===== config.mk =====
export PLATFORM = sky130hd
export DESIGN_NAME = keypad_scanner
export DESIGN_NICKNAME = d
export VERILOG_FILES = /design/src/rtl/kp_pkg.sv /design/src/rtl/kp_encoder.sv /design/src/rtl/kp_beeper.sv /design/src/rtl/keypad_scanner.sv
export SDC_FILE = /design/constraint.sdc
export NUM_CORES = 1
export LEC_CHECK = 0
export ABC_AREA = 1
export BUFFER_PORTS_ARGS = -buffer_cell sky130_fd_sc_hd__buf_2
export CAP_MARGIN = 15
export CORE_ASPECT_RATIO = 0.6
export CORE_MARGIN = 2
export CORE_UTILIZATION = 64
export DETAILED_ROUTE_END_ITERATION = 7
export PLACE_DENSITY = 0.84
export SLEW_MARGIN = 40
export SYNTH_ARGS = -nofsm -noshare
export SYNTH_HDL_FRONTEND = slang
export SYNTH_SLANG_ARGS = --single-unit

===== constraint.sdc =====
create_clock -name clk -period 4.5 [get_ports clk]
set_input_delay 0.225 -clock clk [delete_from_list [all_inputs] [get_ports clk]]
set_output_delay 0.225 -clock clk [all_outputs]
set_load 0.01 [all_outputs]

===== src/rtl/kp_pkg.sv =====
package kp_pkg;

    localparam int NROWS = 4;
    localparam int NCOLS = 3;

    typedef logic [7:0] ascii_t;

    typedef enum logic [2:0] {
        ST_IDLE,
        ST_ROW,
        ST_GAP,
        ST_EVAL,
        ST_BEEP,
        ST_FIN
    } scan_st_e;

    typedef struct packed {
        logic   vld;
        ascii_t code;
    } hit_t;

    // Telephone layout: digits 1..9 on the upper three rows, then * 0 #
    function automatic ascii_t key_ascii(input logic [1:0] r, input logic [1:0] c);
        ascii_t res;
        if (r != 2'd3) begin
            res = 8'h31 + ({6'd0, r} * 8'd3) + {6'd0, c};
        end else begin
            case (c)
                2'd0:    res = 8'h2A;
                2'd1:    res = 8'h30;
                default: res = 8'h23;
            endcase
        end
        return res;
    endfunction

endpackage


===== src/rtl/kp_encoder.sv =====
module kp_encoder
    import kp_pkg::*;
(
    input  logic [1:0]       row_idx,
    input  logic [NCOLS-1:0] col_n,
    output hit_t             hit
);

    // Ascending column order: the highest low column is the one kept
    always_comb begin
        hit = '0;
        for (int c = 0; c < NCOLS; c++) begin
            if (!col_n[c]) begin
                hit.vld  = 1'b1;
                hit.code = key_ascii(row_idx, 2'(c));
            end
        end
    end

endmodule


===== src/rtl/kp_beeper.sv =====
module kp_beeper #(
    parameter int MS_CLKS    = 50000,
    parameter int BEEP_COUNT = 10
) (
    input  logic clk,
    input  logic rst,
    input  logic start,
    output logic buzz,
    output logic fin
);

    localparam int MSW = $clog2(MS_CLKS + 1);
    localparam int BW  = $clog2(BEEP_COUNT + 1);

    logic           active;
    logic           level;
    logic [MSW-1:0] ms_cnt;
    logic [BW-1:0]  n_cnt;
    logic           ms_last;
    logic           n_last;

    assign ms_last = (ms_cnt == MSW'(MS_CLKS - 1));
    assign n_last  = (n_cnt == BW'(BEEP_COUNT - 1));
    assign fin     = active && !level && ms_last && n_last;
    assign buzz    = active && level;

    always_ff @(posedge clk) begin
        if (rst) begin
            active <= 1'b0;
            level  <= 1'b0;
            ms_cnt <= '0;
            n_cnt  <= '0;
        end else if (start) begin
            active <= 1'b1;
            level  <= 1'b1;
            ms_cnt <= '0;
            n_cnt  <= '0;
        end else if (active) begin
            if (ms_last) begin
                ms_cnt <= '0;
                if (level) begin
                    level <= 1'b0;
                end else if (n_last) begin
                    active <= 1'b0;
                end else begin
                    n_cnt <= n_cnt + 1'b1;
                    level <= 1'b1;
                end
            end else begin
                ms_cnt <= ms_cnt + 1'b1;
            end
        end
    end

    AST_SILENT_AFTER_BURST: assert property (@(posedge clk) disable iff (rst)
        fin |=> !buzz) else $error("buzzer still on after burst");

endmodule


===== src/rtl/keypad_scanner.sv =====
module keypad_scanner
    import kp_pkg::*;
#(
    parameter int SETTLE_CLKS = 4,
    parameter int MS_CLKS     = 50000,
    parameter int BEEP_COUNT  = 10
) (
    input  logic       clk,
    input  logic       rst,
    input  logic       scan_req,
    input  logic [2:0] col_n,
    output logic [3:0] row_n,
    output logic       buzz,
    output logic [7:0] key_code,
    output logic       done
);

    localparam int SW = $clog2(SETTLE_CLKS + 2);

    scan_st_e      st;
    logic [1:0]    row_q;
    logic [SW-1:0] cnt;
    hit_t          hit_q;
    hit_t          enc_hit;
    ascii_t        key_q;
    logic          beeped;
    logic          start_beep;
    logic          beep_fin;

    kp_encoder u_enc (
        .row_idx (row_q),
        .col_n   (col_n),
        .hit     (enc_hit)
    );

    kp_beeper #(
        .MS_CLKS    (MS_CLKS),
        .BEEP_COUNT (BEEP_COUNT)
    ) u_beep (
        .clk   (clk),
        .rst   (rst),
        .start (start_beep),
        .buzz  (buzz),
        .fin   (beep_fin)
    );

    assign start_beep = (st == ST_EVAL) && hit_q.vld && !beeped;
    assign done       = (st == ST_FIN);
    assign key_code   = key_q;

    always_comb begin
        row_n = '1;
        if (st == ST_ROW) row_n[row_q] = 1'b0;
    end

    always_ff @(posedge clk) begin
        if (rst) begin
            st     <= ST_IDLE;
            row_q  <= '0;
            cnt    <= '0;
            hit_q  <= '0;
            key_q  <= '0;
            beeped <= 1'b0;
        end else begin
            case (st)
                ST_IDLE: if (scan_req) begin
                    st     <= ST_ROW;
                    row_q  <= '0;
                    cnt    <= '0;
                    hit_q  <= '0;
                    beeped <= 1'b0;
                end
                ST_ROW: begin
                    if (cnt == SW'(SETTLE_CLKS)) begin
                        if (enc_hit.vld) hit_q <= enc_hit;
                        st <= ST_GAP;
                    end else begin
                        cnt <= cnt + 1'b1;
                    end
                end
                ST_GAP: begin
                    if (row_q == 2'(NROWS - 1)) begin
                        st <= ST_EVAL;
                    end else begin
                        row_q <= row_q + 1'b1;
                        cnt   <= '0;
                        st    <= ST_ROW;
                    end
                end
                ST_EVAL: begin
                    if (!hit_q.vld) begin
                        st <= ST_FIN;
                    end else if (beeped) begin
                        st    <= ST_ROW;
                        row_q <= '0;
                        cnt   <= '0;
                        hit_q <= '0;
                    end else begin
                        key_q  <= hit_q.code;
                        beeped <= 1'b1;
                        st     <= ST_BEEP;
                    end
                end
                ST_BEEP: if (beep_fin) begin
                    st    <= ST_ROW;
                    row_q <= '0;
                    cnt   <= '0;
                    hit_q <= '0;
                end
                ST_FIN:  st <= ST_IDLE;
                default: st <= ST_IDLE;
            endcase
        end
    end

    AST_ONE_ROW_AT_A_TIME: assert property (@(posedge clk) disable iff (rst)
        (row_n != 4'hF) |-> ($past(row_n) == 4'hF || $past(row_n) == row_n))
        else $error("row change without idle gap");

    AST_DONE_ONE_CYCLE: assert property (@(posedge clk) disable iff (rst)
        done |=> !done) else $error("done longer than one cycle");

    AST_DONE_QUIET_LINES: assert property (@(posedge clk) disable iff (rst)
        done |-> (row_n == 4'hF && !buzz)) else $error("lines active at done");

    AST_KEY_CHANGE_BEEPS: assert property (@(posedge clk) disable iff (rst)
        !$stable(key_code) |-> buzz) else $error("key changed without beep");

endmodule


==> report_table.html <==
<table>
<tr><th>Metric</th><th>Value</th></tr>
<tr><th colspan="2">Outcome</th></tr>
<tr><td>Status</td><td>complete, no violations</td></tr>
<tr><th colspan="2">Run</th></tr>
<tr><td>Max-cap viol count</td><td>0</td></tr>
<tr><th colspan="2">Clock tree</th></tr>
<tr><td>CTS hold repair buffers</td><td>0</td></tr>
<tr><td>Clock tree from TritonCTS</td><td>built</td></tr>
<tr><td>CTS resizes</td><td>0</td></tr>
<tr><td>Max clock buf depth</td><td>2</td></tr>
<tr><td>H-tree levels</td><td>2</td></tr>
<tr><td>Total clock buffers created by CTS</td><td>5</td></tr>
<tr><td># Post-CTS Setup Buffers</td><td>0</td></tr>
<tr><td>Clk sinks</td><td>46</td></tr>
<tr><td>Master cell of the clock root buffer</td><td>sky130_fd_sc_hd__clkbuf_8</td></tr>
<tr><td>Clock latency on the worst-skew pair</td><td>0.29 ns</td></tr>
<tr><td>Clock-pin slew of the registers on the worst-case setup and hold paths</td><td>0.08 ns</td></tr>
<tr><th colspan="2">Route</th></tr>
<tr><td>Number of design-rule violations left by the first detailed-router iteration</td><td>168</td></tr>
<tr><td>Vias per inst</td><td>5.54</td></tr>
<tr><td>Final routed DRC violation total</td><td>0</td></tr>
<tr><td>Vias after detailed routing</td><td>2416</td></tr>
<tr><td>Detailed Route WL</td><td>5670 um</td></tr>
<tr><td>Post-route antenna net violation count</td><td>0</td></tr>
<tr><td>Wire length per cell after detailed routing</td><td>13.0 um</td></tr>
<tr><td>Number of iterations in the first detailed-routing pass</td><td>5</td></tr>
<tr><th colspan="2">Synth</th></tr>
<tr><td>Count of flip-flops with a built-in enable after synthesis</td><td>0</td></tr>
<tr><td>Proportion of synthesized chip area in sequential cells</td><td>35.6%</td></tr>
<tr><td>Yosys warning total</td><td>0</td></tr>
<tr><td>Register bit count reported by yosys</td><td>46</td></tr>
<tr><td>Post-synthesis share of cell area spent on full adders, half adders and majority gates</td><td>6.29%</td></tr>
<tr><td>Cell count after synthesis</td><td>372</td></tr>
<tr><td>Synthesized-area fraction occupied by xor and xnor cells</td><td>2.03%</td></tr>
<tr><td>Compound-Gate Fraction of Synth Area</td><td>11.0%</td></tr>
<tr><td>Mean post-synth cell area</td><td>6.95 um^2</td></tr>
<tr><td>Most used flip-flop cell after synthesis</td><td>sky130_fd_sc_hd__dfxtp_1</td></tr>
<tr><td>Cell area after technology mapping</td><td>2590 um^2</td></tr>
<tr><td>Area fraction in and, or, nand and nor cells after synthesis</td><td>36.4%</td></tr>
<tr><td>Dominant combinational cell family by area after synthesis</td><td>simple AND/OR/NAND/NOR gates</td></tr>
<tr><td>Post-synth cell types</td><td>39</td></tr>
<tr><td>Proportion of synthesized flip-flops having asynchronous set or reset</td><td>0%</td></tr>
<tr><td>Mux contribution to synthesized area</td><td>0%</td></tr>
<tr><td>Synthesized net count</td><td>391</td></tr>
<tr><th colspan="2">Placement</th></tr>
<tr><td># placed instances</td><td>430</td></tr>
<tr><td>Number of buffer cells added on primary ports</td><td>18</td></tr>
<tr><td>Hpwl dp</td><td>4290 um</td></tr>
<tr><td>GPL Wtd Cong</td><td>0.910</td></tr>
<tr><th colspan="2">GRT</th></tr>
<tr><td>Largest net degree at the start of global routing</td><td>18</td></tr>
<tr><td>Global-route wire length before repair</td><td>9560 um</td></tr>
<tr><td>Global-route total usage across every layer</td><td>27.3%</td></tr>
<tr><td>Initial antenna violation count</td><td>0</td></tr>
<tr><td>Total gr overflow</td><td>0</td></tr>
<tr><td>Via count of the first global-routing pass</td><td>2022</td></tr>
<tr><th colspan="2">Floorplanning</th></tr>
<tr><td>Die Outline Area</td><td>4580 um^2</td></tr>
<tr><td>Horizontal die dimension</td><td>86.1 um</td></tr>
<tr><td>Die height</td><td>53.2 um</td></tr>
<tr><td>Starting density of the core</td><td>68.7%</td></tr>
<tr><td>Total I/O pin count</td><td>20</td></tr>
<tr><td>Row cnt</td><td>17</td></tr>
<tr><td>Core outline area</td><td>3760 um^2</td></tr>
<tr><th colspan="2">Finish</th></tr>
<tr><td>Layout area overhead</td><td>7.35%</td></tr>
<tr><td>Number of antenna diodes</td><td>0</td></tr>
<tr><td>Total number of nets in the final design</td><td>409</td></tr>
<tr><td>Commonest cells after routing, fill and taps aside</td><td>sky130_fd_sc_hd__nand2_1, sky130_fd_sc_hd__nor2_1, sky130_fd_sc_hd__dfxtp_1</td></tr>
<tr><td>Most common cell after layout, fill and taps aside</td><td>sky130_fd_sc_hd__nand2_1</td></tr>
<tr><td>Ratio of cells with drive above 1 in the final layout</td><td>13.9%</td></tr>
<tr><td>Non-filler instance count after layout</td><td>436</td></tr>
<tr><th colspan="2">Pwr</th></tr>
<tr><td>Power density over the cells</td><td>412 nW/um^2</td></tr>
<tr><td>Leak pwr</td><td>1.20 nW</td></tr>
<tr><td>Worst VDD drop</td><td>0.000312 V</td></tr>
<tr><th colspan="2">Critical path</th></tr>
<tr><td>Startpoint-to-endpoint class of the critical path</td><td>flip-flop to flip-flop</td></tr>
<tr><td>Highest net fanout along the worst path</td><td>17</td></tr>
<tr><td>Req. time, crit path</td><td>4.69 ns</td></tr>
<tr><td>Category of the worst setup path capture point</td><td>flip-flop</td></tr>
<tr><td>Crit start category</td><td>flip-flop</td></tr>
<tr><td>Crit path DAT</td><td>2.07 ns</td></tr>
<tr><th colspan="2">STA</th></tr>
<tr><td>Setup-failing EPs final</td><td>0</td></tr>
<tr><td>Largest clock skew in the final design</td><td>0.00334 ns</td></tr>
<tr><td>Min cycle time layout</td><td>1.88 ns</td></tr>
<tr><td>TNS Setup</td><td>0 ns</td></tr>
<tr><td>Final Hold Fails</td><td>0</td></tr>
<tr><td>Unrepaired setup endpoints after global routing</td><td>no</td></tr>
<tr><td>Number of max-slew violations in the final report</td><td>0</td></tr>
<tr><td>Highest achievable clock rate</td><td>533 MHz</td></tr>
<tr><td>Portion of the clock cycle consumed by the worst path in the final layout</td><td>41.7%</td></tr>
<tr><th colspan="2">Hold path</th></tr>
<tr><td>Worst Hold Class</td><td>input pin to flip-flop</td></tr>
</table>
[cell usage after synthesis (2+ instances only)]
cell,instances,area [um^2]
sky130_fd_sc_hd__dfxtp_1,46,921
sky130_fd_sc_hd__clkbuf_1,2,7.51
sky130_fd_sc_hd__nand4_1,9,56.3
sky130_fd_sc_hd__xor2_1,3,26.3
sky130_fd_sc_hd__nand3_1,13,65.1
sky130_fd_sc_hd__nor3_1,9,45.0
sky130_fd_sc_hd__a31oi_1,2,12.5
sky130_fd_sc_hd__inv_2,6,22.5
sky130_fd_sc_hd__nor2_2,6,37.5
sky130_fd_sc_hd__a211oi_1,3,22.5
sky130_fd_sc_hd__nand2_1,77,289
sky130_fd_sc_hd__or2_2,2,12.5
sky130_fd_sc_hd__inv_1,40,150
sky130_fd_sc_hd__o21ai_0,8,40.0
sky130_fd_sc_hd__nand2_2,6,37.5
sky130_fd_sc_hd__buf_2,3,15.0
sky130_fd_sc_hd__a221oi_1,3,26.3
sky130_fd_sc_hd__ha_1,13,163
sky130_fd_sc_hd__nor2_1,61,229
sky130_fd_sc_hd__xnor2_1,3,26.3
sky130_fd_sc_hd__nor3b_1,2,15.0
sky130_fd_sc_hd__nand3b_1,3,22.5
sky130_fd_sc_hd__a21oi_1,32,160
sky130_fd_sc_hd__nor3_2,3,30.0
sky130_fd_sc_hd__or2_0,3,18.8
[worst paths after layout]
kind	start	cells past startpoint	to	slack, ns
max reg2reg	st[0]	9	u_beep.ms_cnt[14]	2.62
min	scan_req	4	beeped	0.26
min reg2reg	hit_q[5]	2	key_code[5]	0.46
max	st[0]	9	u_beep.ms_cnt[14]	2.62
[area by class of cell]
cell class / count / area (um^2)
Multi-Input combinational cell: 272 / 1450
Fill cell: 301 / 988
Sequential cell: 46 / 921
Inverter: 47 / 179
Timing Repair Buffer: 18 / 90.1
Clock buffer: 6 / 82.6
Tap cell: 47 / 58.8
[worst max-delay path, stage by stage (launching register included)]
cell and delay, ns:
sky130_fd_sc_hd__dfxtp_1 0.48, sky130_fd_sc_hd__inv_1 0.12, sky130_fd_sc_hd__nor2_1 0.18, sky130_fd_sc_hd__nand2_1 0.13, sky130_fd_sc_hd__nor2_4 0.30, sky130_fd_sc_hd__nor2_1 0.13
sky130_fd_sc_hd__nand2_2 0.20, sky130_fd_sc_hd__inv_1 0.11, sky130_fd_sc_hd__nand2_1 0.07, sky130_fd_sc_hd__nor2_1 0.03
[report_power, final]
part           total, W  switching, W  internal, W
Clock          0.000246      0.000127     0.000119
Combinational  0.000396      0.000263     0.000134
Sequential     0.000501     0.0000386     0.000463
[cell families after synthesis]
family                     Yosys count
buffers and inverters               54
and+or+nand+nor                    201
adders and majority gates           13
DFF                                 46
xor gates and xnor gates             6
AOI/OAI and AO/OA                   51
other                                1
[metrics by stage]
stage | hold WS (ns) | cell area, um^2 | setup WS (ns) | power [W] | util (%)
2_1_floorplan | 0.429 | 2590 | 3.00 | 0.000826 | -
3_3_place_gp | 0.444 | 2690 | 2.74 | 0.000883 | 71.6
3_5_place_dp | 0.451 | 2690 | 2.67 | 0.000897 | 71.6
4_1_cts | 0.248 | 2780 | 2.65 | 0.00114 | 73.7
5_1_grt | 0.262 | 2780 | 2.43 | 0.00122 | 73.7
6_report | 0.258 | 2780 | 2.62 | 0.00114 | 73.7
[per-layer routing]
metal / up-vias / global-route usage (%) / wire length, um
met4: 0 / 6.08 / 13
met5: - / 0 / 0
li1: 1231 / - / -
met1: 1080 / 41.9 / 3040
met2: 101 / 38.1 / 2190
met3: 4 / 6.24 / 426
[state kept, by name, indices dropped and copies added, names as in the netlist]
signal         count
hit_q              8
u_beep.n_cnt       4
beeped             1
key_code           7
u_beep.ms_cnt     16
u_beep.active      1
cnt                3
u_beep.level       1
row_q              2
st                 3
Note: power is estimated with default switching activity, not from simulation.
